**src/rtl/dstop_pkg.sv**
```systemverilog
package dstop_pkg;

    typedef enum logic [2:0] {
        MD_RUN   = 3'd0,
        MD_LPRUN = 3'd1,
        MD_ENTRY = 3'd2,
        MD_STOP  = 3'd3,
        MD_WAKE  = 3'd4
    } dstop_mode_e;

    typedef struct packed {
        logic pad_hold;
        logic ret_hold;
        logic nonret_rst;
        logic clk_off;
        logic osc_req;
    } dstop_ctl_t;

    function automatic dstop_ctl_t ctl_of(input dstop_mode_e m);
        dstop_ctl_t c;
        c = '0;
        case (m)
            MD_STOP: begin
                c.pad_hold   = 1'b1;
                c.ret_hold   = 1'b1;
                c.nonret_rst = 1'b1;
                c.clk_off    = 1'b1;
            end
            MD_WAKE: begin
                c.pad_hold   = 1'b1;
                c.ret_hold   = 1'b1;
                c.nonret_rst = 1'b1;
                c.osc_req    = 1'b1;
            end
            default: c = '0;
        endcase
        return c;
    endfunction

endpackage

```
**src/rtl/dstop_fsm.sv**
```systemverilog
module dstop_fsm
    import dstop_pkg::*;
(
    input  logic        clk,
    input  logic        rst,
    input  logic        deep_req,
    input  logic        lprun_sel,
    input  logic        any_busy,
    input  logic        wake,
    input  logic        sel_rdy,
    output dstop_mode_e mode,
    output logic        stop_wake
);
    dstop_mode_e mode_nx;

    always_comb begin
        mode_nx = mode;
        case (mode)
            MD_RUN: begin
                if (deep_req)       mode_nx = MD_ENTRY;
                else if (lprun_sel) mode_nx = MD_LPRUN;
            end
            MD_LPRUN: if (!lprun_sel) mode_nx = MD_RUN;
            MD_ENTRY: begin
                if (wake)           mode_nx = MD_RUN;
                else if (!any_busy) mode_nx = MD_STOP;
            end
            MD_STOP:  if (wake)     mode_nx = MD_WAKE;
            MD_WAKE:  if (sel_rdy)  mode_nx = MD_RUN;
            default:                mode_nx = MD_RUN;
        endcase
    end

    always_ff @(posedge clk) begin
        if (rst) mode <= MD_RUN;
        else     mode <= mode_nx;
    end

    assign stop_wake = (mode == MD_STOP) && wake;
endmodule

```
**src/rtl/dstop_wake_clk.sv**
```systemverilog
module dstop_wake_clk #(
    parameter bit SEL_RST = 1'b0
) (
    input  logic clk,
    input  logic rst,
    input  logic capture,
    input  logic cfg_hsi,
    input  logic hsi_rdy,
    input  logic msi_rdy,
    output logic sel_hsi,
    output logic sel_rdy
);
    always_ff @(posedge clk) begin
        if (rst)          sel_hsi <= SEL_RST;
        else if (capture) sel_hsi <= cfg_hsi;
    end

    assign sel_rdy = sel_hsi ? hsi_rdy : msi_rdy;
endmodule

```
**src/rtl/dstop_flag.sv**
```systemverilog
module dstop_flag (
    input  logic clk,
    input  logic rst,
    input  logic set,
    input  logic clr,
    output logic flag
);
    always_ff @(posedge clk) begin
        if (rst)      flag <= 1'b0;
        else if (set) flag <= 1'b1;
        else if (clr) flag <= 1'b0;
    end
endmodule

```
**src/rtl/dstop_seq.sv**
```systemverilog
module dstop_seq
    import dstop_pkg::*;
#(
    parameter bit SEL_RST = 1'b0
) (
    input  logic       clk,
    input  logic       rst,
    input  logic       sleep_deep,
    input  logic       wait_instr,
    input  logic       lprun_sel,
    input  logic       flash_busy,
    input  logic       bus_busy,
    input  logic       wake_evt,
    input  logic       wake_hsi_cfg,
    input  logic       hsi_rdy,
    input  logic       msi_rdy,
    input  logic       flag_clr,
    output logic [2:0] mode_o,
    output logic       pad_hold,
    output logic       ret_hold,
    output logic       nonret_rst,
    output logic       clk_off,
    output logic       osc_req,
    output logic       clk_sel_hsi,
    output logic       stop_flag
);
    dstop_mode_e mode;
    dstop_ctl_t  ctl;
    logic        stop_wake;
    logic        sel_rdy;

    dstop_fsm u_fsm (
        .clk       (clk),
        .rst       (rst),
        .deep_req  (sleep_deep & wait_instr),
        .lprun_sel (lprun_sel),
        .any_busy  (flash_busy | bus_busy),
        .wake      (wake_evt),
        .sel_rdy   (sel_rdy),
        .mode      (mode),
        .stop_wake (stop_wake)
    );

    dstop_wake_clk #(.SEL_RST(SEL_RST)) u_wclk (
        .clk     (clk),
        .rst     (rst),
        .capture (stop_wake),
        .cfg_hsi (wake_hsi_cfg),
        .hsi_rdy (hsi_rdy),
        .msi_rdy (msi_rdy),
        .sel_hsi (clk_sel_hsi),
        .sel_rdy (sel_rdy)
    );

    dstop_flag u_flag (
        .clk  (clk),
        .rst  (rst),
        .set  (stop_wake),
        .clr  (flag_clr),
        .flag (stop_flag)
    );

    assign ctl        = ctl_of(mode);
    assign mode_o     = mode;
    assign pad_hold   = ctl.pad_hold;
    assign ret_hold   = ctl.ret_hold;
    assign nonret_rst = ctl.nonret_rst;
    assign clk_off    = ctl.clk_off;
    assign osc_req    = ctl.osc_req;
endmodule

```
**config.mk**
```make
export PLATFORM = sky130hd
export DESIGN_NAME = dstop_seq
export DESIGN_NICKNAME = d
export VERILOG_FILES = /design/src/rtl/dstop_pkg.sv /design/src/rtl/dstop_fsm.sv /design/src/rtl/dstop_wake_clk.sv /design/src/rtl/dstop_flag.sv /design/src/rtl/dstop_seq.sv
export SDC_FILE = /design/constraint.sdc
export NUM_CORES = 1
export LEC_CHECK = 0
export ABC_AREA = 1
export ABC_CLOCK_PERIOD_IN_PS = 1600
export BUFFER_PORTS_ARGS = -buffer_cell sky130_fd_sc_hd__buf_2
export CORE_AREA = 5 5 42 44
export CTS_CLUSTER_DIAMETER = 50
export DETAILED_ROUTE_END_ITERATION = 6
export DIE_AREA = 0 0 47 49
export GPL_TIMING_DRIVEN = 0
export SYNTH_ARGS = -nofsm -noshare
export SYNTH_HDL_FRONTEND = slang
export SYNTH_SLANG_ARGS = --single-unit
```
**constraint.sdc**
```tcl
create_clock -name clk -period 1.6 [get_ports clk]
set_input_delay 0.08 -clock clk [delete_from_list [all_inputs] [get_ports clk]]
set_output_delay 0.08 -clock clk [all_outputs]
set_load 0.01 [all_outputs]
```
==> results of run 1 <==
-- flip-flops by register name, summed over array words and instances (netlist names) --
register / flops
u_fsm.mode: 3
u_flag.flag: 1
u_wclk.sel_hsi: 1
-- metrics by stage --
stage,instances,util (%)
6_report,106,37.5
5_1_grt,106,37.5
4_1_cts,106,37.5
3_5_place_dp,102,35.6
3_3_place_gp,102,35.6
2_1_floorplan,65,-
-- metal layers --
layer  up-vias  part of all wire, %  global-route usage, %
li1        246                    -                      -
met1       187                   39                   11.5
met2        13                   50                   16.3
met3         0                   10                   3.32
met4         0                    0                   5.53
met5         -                    0                      0
-- power by group --
| group | leakage, uW | switching [uW] | internal (uW) | total, uW |
|---|---|---|---|---|
| Combinational | 0.000265 | 198 | 132 | 330 |
| Sequential | 0.0000408 | 29.2 | 151 | 180 |
| Clock | 0.0000150 | 51.0 | 94.3 | 145 |
-- placed cells by master, fill, tap and decap left out, drive strengths merged --
cell / instances
inv: 14
dfxtp: 5
clkbuf: 4
o31ai: 1
buf: 23
nand3: 3
nand2: 18
nand4: 2
nor2: 13
nand3b: 1
o21ai: 3
a21oi: 3
-- cell families (layout without fill, tap and decap cells) --
kind of cell	count (synthesis)	count (layout)	share of synthesized area [%]
AO/OA/AOI/OAI	7	7	10.0
buffers and inverters	16	41	18.1
AND/OR/NAND/NOR	37	37	45.2
flip-flops	5	5	26.8
-- cell type report --
class                           instances  share of cell area [%]
Multi-Input combinational cell         44                    39.3
Timing Repair Buffer                   21                    20.0
Sequential cell                         5                    19.0
Inverter                               14                    10.0
Clock buffer                            4                    5.00
Tap cell                               16                    3.81
Buffer                                  2                    2.86
-- final timing paths --
path	start	endpoint	depth (start not counted)
hold reg to reg	u_flag.flag$_SDFFE_PP0P_	u_flag.flag$_SDFFE_PP0P_	2
setup reg to reg	u_fsm.mode[1]$_SDFFE_PP0P_	u_wclk.sel_hsi$_SDFFE_PP0P_	7
hold / removal	rst	u_flag.flag$_SDFFE_PP0P_	2
setup / recovery	u_fsm.mode[1]$_SDFFE_PP0P_	ret_hold	6
==> reports/metrics.cfg, run 1 <==
[run_status]
outcome = completed

[cts]
clkSinkCount = 5
post_cts_resized = 0
clk_pin_slew_ns = 0.05
cts_buffers = 3
insertion_delay_ns = 0.24
cts_tree = done
htreeDepth = 1
cts_hold_buf = 0
cts-root-buf = clkbuf_4
postCtsSetupRepairBufs = 0
cts_buffer_depth = 2

[sta]
hold_violations = 0
max_slew_margin_pct = 84.7
setup_viol = 0
fin_tns_setup_ns = 0
fmax_mhz = 732
drv_slew = 0
fin_skew_ns = 0.00512
rsz0062_at_grt = no
hold_slack_ns = 0.0382
layout_min_cycle_time_ns = 1.37
worst_slack_ns = 0.234
fin_crit_sh_pct = 85.4
worst_pin_slew_ns = 0.228

[floorplan]
num_rows = 14
top_level_ports = 22
die_x_um = 47
die_area_um2 = 2300
fp.dieH_um = 49
initial_core_util_pct = 26.7
core_um2 = 1400

[placed_design]
place_ws_ns = 0.376
place_area_um2 = 499
port_buffers = 21
dpl.hpwl_um = 830
place_congestion = 0.701

[finish]
drive_above_1_share_pct = 40.0
syn2layout_area_growth_pct = 40.5
postLayoutCellArea_um2 = 526
num-fill-cells = 178
multi_input_area_um2 = 206
regArea_um2 = 100
diodes = 0
nNetsFinal = 103

[detailed_routing]
wire_per_inst_um = 8.83
ant_nets = 0
drc = 0
vias_per_cell = 4.21
drtIter0Drc = 5
vias = 446
dr.pass1.iters = 4
finalWirelength_um = 936

[worst_setup_path]
slowest_stage = dfxtp_1
path_delay_family = buffers and inverters
r2r_slack_ns = 0.44
crit_buf_inv = 4
path_cells = inv_1, nor2_2, inv_2, o21ai_1, buf_4, buf_2
critPathMaxFanout = 3
slowest_delay_ns = 0.33
worstPathRequired_ns = 1.52
start_kind = flop
critical_path_arrival_ns = 1.29
end_kind = output port
worst-setup-path-type = reg2out

[power]
peakVddDrop_uv = 436
p_total_uw = 655
power.density_nw_per_um2 = 1250
leakage_uw = 0.000321

[grt]
gr-usage-all-layers_pct = 10.2
grt_pass1_wl_mm = 1.80
grt_overflow = 0
grt_pass1_vias = 465
antenna_found_initial = 0
grt_max_degree = 7

[yosys]
synth_edf_count = 0
synth_top_area_share_pct = 26.8
synth_nets = 77
ys_seq_area_share_pct = 26.8
synth_most_common_cell = nand2_1
ys.warnings.count = 0
ys.flop_type = dfxtp_1
yosysTopAreaCell = dfxtp_1
synthTopCellsByArea = dfxtp_1 (27%), nand2_1 (16%), inv_1 (10%)
ys_async_sr_fraction_pct = 0
avgSynthCellArea_um2 = 5.76
synthTopCellsByCount = nand2_1 (16), inv_1 (10), nor2_1 (10)
mappedNetlistArea_um2 = 374
synth_cell_types = 16
ys_seq_elements = 5
netlist_instances = 65

[min_path]
hp-class = in2reg

[job]
max_cap_viol_count = 0

No activity file was read; power rests on OpenSTA's default activity.
==> run 2, diff against run 1 <==
--- a/config.mk
+++ b/config.mk
@@ -13,6 +13,7 @@
 export DETAILED_ROUTE_END_ITERATION = 6
 export DIE_AREA = 0 0 47 49
 export GPL_TIMING_DRIVEN = 0
+export HOLD_SLACK_MARGIN = 0.06
 export SYNTH_ARGS = -nofsm -noshare
 export SYNTH_HDL_FRONTEND = slang
 export SYNTH_SLANG_ARGS = --single-unit
==> reports/metrics.cfg, run 2 (synthesized netlist as in run 1, its figures left out) <==
[cts]
cts_tree = done
clk_pin_slew_ns = 0.05
htreeDepth = 1
cts_buffers = 3
clkSinkCount = 5
cts_buffer_depth = 2
insertion_delay_ns = 0.24
cts-root-buf = clkbuf_4

[sta]
fin_skew_ns = 0.00505
fin_crit_sh_pct = 85.4
fmax_mhz = 732
hold_violations = 0
setup_viol = 0
fin_tns_setup_ns = 0
drv_slew = 0
max_slew_margin_pct = 84.7
rsz0062_at_grt = no
layout_min_cycle_time_ns = 1.37
worst_pin_slew_ns = 0.228

[job]
max_cap_viol_count = 0

[detailed_routing]
wire_per_inst_um = 8.82
vias = 448
drtIter0Drc = 5
finalWirelength_um = 944
drc = 0
dr.pass1.iters = 4
ant_nets = 0
vias_per_cell = 4.19

[grt]
antenna_found_initial = 0
grt_pass1_wl_mm = 1.81
grt_max_degree = 7
grt_overflow = 0
grt_pass1_vias = 468
gr-usage-all-layers_pct = 10.3

[finish]
diodes = 0
num-fill-cells = 177
final_cells = 107
largest_register_ffs = 3
top_register = u_fsm.mode
multi_input_area_um2 = 206
largest_registers = u_fsm.mode (3), u_flag.flag (1), u_wclk.sel_hsi (1)
nNetsFinal = 104
syn2layout_area_growth_pct = 43.1
regArea_um2 = 100
drive_above_1_share_pct = 39.6
layout_commonest_cell = buf_2
layout_common_cells = buf_2 (21), nand2_1 (16), inv_1 (10), nor2_1 (10), dfxtp_1 (5)

[placed_design]
port_buffers = 21
dp_cells = 102
place_congestion = 0.701
dpl.hpwl_um = 830

[floorplan]
fp.dieH_um = 49
core_um2 = 1400
initial_core_util_pct = 26.7
top_level_ports = 22
die_area_um2 = 2300
num_rows = 14
die_x_um = 47

[worst_setup_path]
critical_path_arrival_ns = 1.29
path_cells = inv_1, nor2_2, inv_2, o21ai_1, buf_4, buf_2
start_kind = flop
slowest_delay_ns = 0.33
worstPathRequired_ns = 1.52
critPathMaxFanout = 3
path_delay_family = buffers and inverters
end_kind = output port
crit_buf_inv = 4
slowest_stage = dfxtp_1
worst-setup-path-type = reg2out

[power]
leakage_uw = 0.000325
peakVddDrop_uv = 436
power.density_nw_per_um2 = 1230

[min_path]
hp-class = in2reg

[run_status]
outcome = completed

## run 2: cell type report
class                   instances  area share, %
flip-flops and latches          5           18.7
repair buffers                 22           21.5
multi-input cells              44           38.6
clock buffers                   4           4.91
plain buffers                   2           2.80
inverters                      14           9.81
well taps                      16           3.74
## run 2: worst register-to-register path: stages (launching register included)
cell and delay, ns:
dfxtp_1 0.33, inv_1 0.09, nor2_2 0.14, inv_2 0.06, nor2_2 0.10, nand2_1 0.12
o21ai_0 0.16, a21oi_1 0.06
## run 2: worst paths after layout
check                                      to  depth (start not counted)  slack (ns)                       start
hold / removal       u_flag.flag$_SDFFE_PP0P_                          4         0.1                    flag_clr
setup / recovery                     ret_hold                          6        0.23  u_fsm.mode[1]$_SDFFE_PP0P_
hold reg to reg      u_flag.flag$_SDFFE_PP0P_                          2        0.47    u_flag.flag$_SDFFE_PP0P_
setup reg to reg  u_wclk.sel_hsi$_SDFFE_PP0P_                          7        0.44  u_fsm.mode[1]$_SDFFE_PP0P_
## run 2: per-stage QoR
step	util (%)	setup WS, ns	area, um^2	hold WS [ns]	power (uW)
finish	38.2	0.234	536	0.0991	657
global placement	35.6	0.385	499	0.289	510
CTS	38.2	0.110	536	0.0963	669
floorplan	-	0.287	374	0.149	417
global route	38.2	0.0807	536	0.137	735
detailed placement	35.6	0.376	499	0.290	515
## run 2: repair_timing
item                       in CTS  in global routing
hold buffers                    1                  0
setup endpoints to repair       0                  2
setup buffers                   0                  0
resized for setup               0                  1
hold endpoints to repair        2                  0
## run 2: per-layer routing
layer | global-route usage, % | vias to the layer above | part of all wire, %
met1 | 11.7 | 187 | 40
li1 | - | 248 | -
met4 | 5.53 | 0 | 0
met5 | 0 | - | 0
met2 | 16.3 | 13 | 50
met3 | 3.32 | 0 | 9.6
## run 2: power breakdown
group / leakage [uW] / switching [uW] / internal [uW] / total (uW)
registers: 0.0000408 / 29.2 / 151 / 180
logic: 0.000269 / 198 / 133 / 332
clock network: 0.0000150 / 50.9 / 94.3 / 145
==> run 3, diff against run 2 <==
--- a/config.mk
+++ b/config.mk
@@ -14,6 +14,7 @@
 export DIE_AREA = 0 0 47 49
 export GPL_TIMING_DRIVEN = 0
 export HOLD_SLACK_MARGIN = 0.06
+export REMOVE_ABC_BUFFERS = 1
 export SYNTH_ARGS = -nofsm -noshare
 export SYNTH_HDL_FRONTEND = slang
 export SYNTH_SLANG_ARGS = --single-unit
==> reports/metrics.cfg, run 3 (synthesized netlist as in run 1, its figures left out) <==
[run_status]
outcome = completed

[cts]
cts_hold_buf = 1
cts_buffer_depth = 2
htreeDepth = 1
postCtsSetupRepairBufs = 0
insertion_delay_ns = 0.24
cts_buffers = 3
clk_pin_slew_ns = 0.05
clkSinkCount = 5
post_cts_resized = 0
cts_tree = done
cts-root-buf = clkbuf_4

[power]
peakVddDrop_uv = 421
leakage_uw = 0.000314
power.switching_uw = 274
power.density_nw_per_um2 = 1230
comb_power_share_pct = 48.8
p_int_uw = 367
p_clk_share_pct = 23.1
p_total_uw = 641
seqPwrFrac_pct = 28.2
sw_frac_of_total_pct = 42.8

[sta]
fmax_mhz = 736
worst_slack_ns = 0.242
rsz0062_at_grt = no
worst_pin_slew_ns = 0.271
fin_crit_sh_pct = 84.9
setup_viol = 0
drv_slew = 0
hold_violations = 0
fin_tns_setup_ns = 0
layout_min_cycle_time_ns = 1.36
fin_skew_ns = 0.00668
max_slew_margin_pct = 81.7

[detailed_routing]
vias = 442
ant_nets = 0
drtIter0Drc = 1
finalWirelength_um = 903
drc = 0
dr.pass1.iters = 2
wire_per_inst_um = 8.60
vias_per_cell = 4.21

[floorplan]
fp.dieH_um = 49
die_x_um = 47
num_rows = 14
die_area_um2 = 2300
top_level_ports = 22
core_um2 = 1400
initial_core_util_pct = 26.7

[worst_setup_path]
worstPathRequired_ns = 1.52
r2r-start = u_fsm.mode[0]$_SDFFE_PP0P_
start_kind = flop
critPathMaxFanout = 3
r2r-end = u_fsm.mode[1]$_SDFFE_PP0P_
end_kind = output port
worst-setup-path-type = reg2out
critical_path_arrival_ns = 1.28
r2r_slack_ns = 0.46
reg2reg_depth = 7

[finish]
largest_registers = u_fsm.mode (3), u_flag.flag (1), u_wclk.sel_hsi (1)
drive_above_1_share_pct = 38.2
nNetsFinal = 102
layout_commonest_cell = buf_2
layout_common_cells = buf_2 (21), nand2_1 (16), inv_1 (10), nor2_1 (10), dfxtp_1 (5)
largest_register_ffs = 3
top_register = u_fsm.mode
diodes = 0
syn2layout_area_growth_pct = 39.1

[min_path]
hold_path_depth = 4
hp-class = in2reg
whs_endpoint = u_flag.flag$_SDFFE_PP0P_
hp-start = flag_clr

[placed_design]
dpl.hpwl_um = 773
port_buffers = 21
place_ws_ns = 0.453
place_congestion = 0.707

[grt]
grt_pass1_wl_mm = 1.66
grt_max_degree = 7
grt_pass1_vias = 432
grt_overflow = 0
gr-usage-all-layers_pct = 9.79
antenna_found_initial = 0

[job]
max_cap_viol_count = 0

-- run 3: cell count changes in the layout (fill, tap and decap cells not counted), sizes merged --
| cell | previous run | this run |
|---|---|---|
| buf | 23 | 21 |
-- run 3: area by class of cell --
| cell class | count | area (um^2) |
|---|---|---|
| flip-flops and latches | 5 | 100 |
| multi-input cells | 44 | 206 |
| inverters | 14 | 52.6 |
| fillers | 170 | 881 |
| clock buffers | 4 | 26.3 |
| repair buffers | 22 | 115 |
| well taps | 16 | 20.0 |
-- run 3: worst max path at each step --
stage                               start                     endpoint  slack (ns)  depth (start not counted)
6_report       u_fsm.mode[1]$_SDFFE_PP0P_                   nonret_rst        0.24                          5
5_1_grt        u_fsm.mode[1]$_SDFFE_PP0P_                     ret_hold        0.06                          5
4_1_cts        u_fsm.mode[1]$_SDFFE_PP0P_                   nonret_rst        0.21                          5
3_5_place_dp   u_fsm.mode[1]$_SDFFE_PP0P_  u_wclk.sel_hsi$_SDFFE_PP0P_        0.45                          7
3_3_place_gp   u_fsm.mode[0]$_SDFFE_PP0P_   u_fsm.mode[1]$_SDFFE_PP0P_        0.45                          7
2_1_floorplan  u_fsm.mode[1]$_SDFFE_PP0P_                   nonret_rst        0.19                          4
-- run 3: per-layer routing --
layer	part of all wire [%]	global-route usage, %	up-vias
met1	40	11.2	183
met3	7.8	2.58	2
met2	51	14.9	11
li1	-	-	246
met4	1.1	6.91	0
met5	0	0	-
-- run 3: stage by stage --
| step | util (%) | hold WS [ns] | std cells | area, um^2 |
|---|---|---|---|---|
| 2_1_floorplan | - | 0.149 | 63 | 359 |
| 3_3_place_gp | 34.6 | 0.288 | 100 | 484 |
| 3_5_place_dp | 34.6 | 0.289 | 100 | 484 |
| 4_1_cts | 37.1 | 0.0771 | 105 | 520 |
| 5_1_grt | 37.1 | 0.109 | 105 | 520 |
| 6_report | 37.1 | 0.0814 | 105 | 520 |
-- run 3: power groups by stage --
stage	Clock (uW)	Sequential, uW	Combinational [uW]
final	148	181	313
after global routing	160	190	362
after CTS	155	181	319
after detailed placement	0	183	315
after global placement	0	183	313
after floorplan	0	192	212
-- run 3: worst max-delay path, cell delays in order, from the launching register on --
cell     delay [ns]
dfxtp_1        0.33
inv_1          0.08
nor2_2         0.14
inv_2          0.05
o21ai_0        0.24
buf_2          0.19
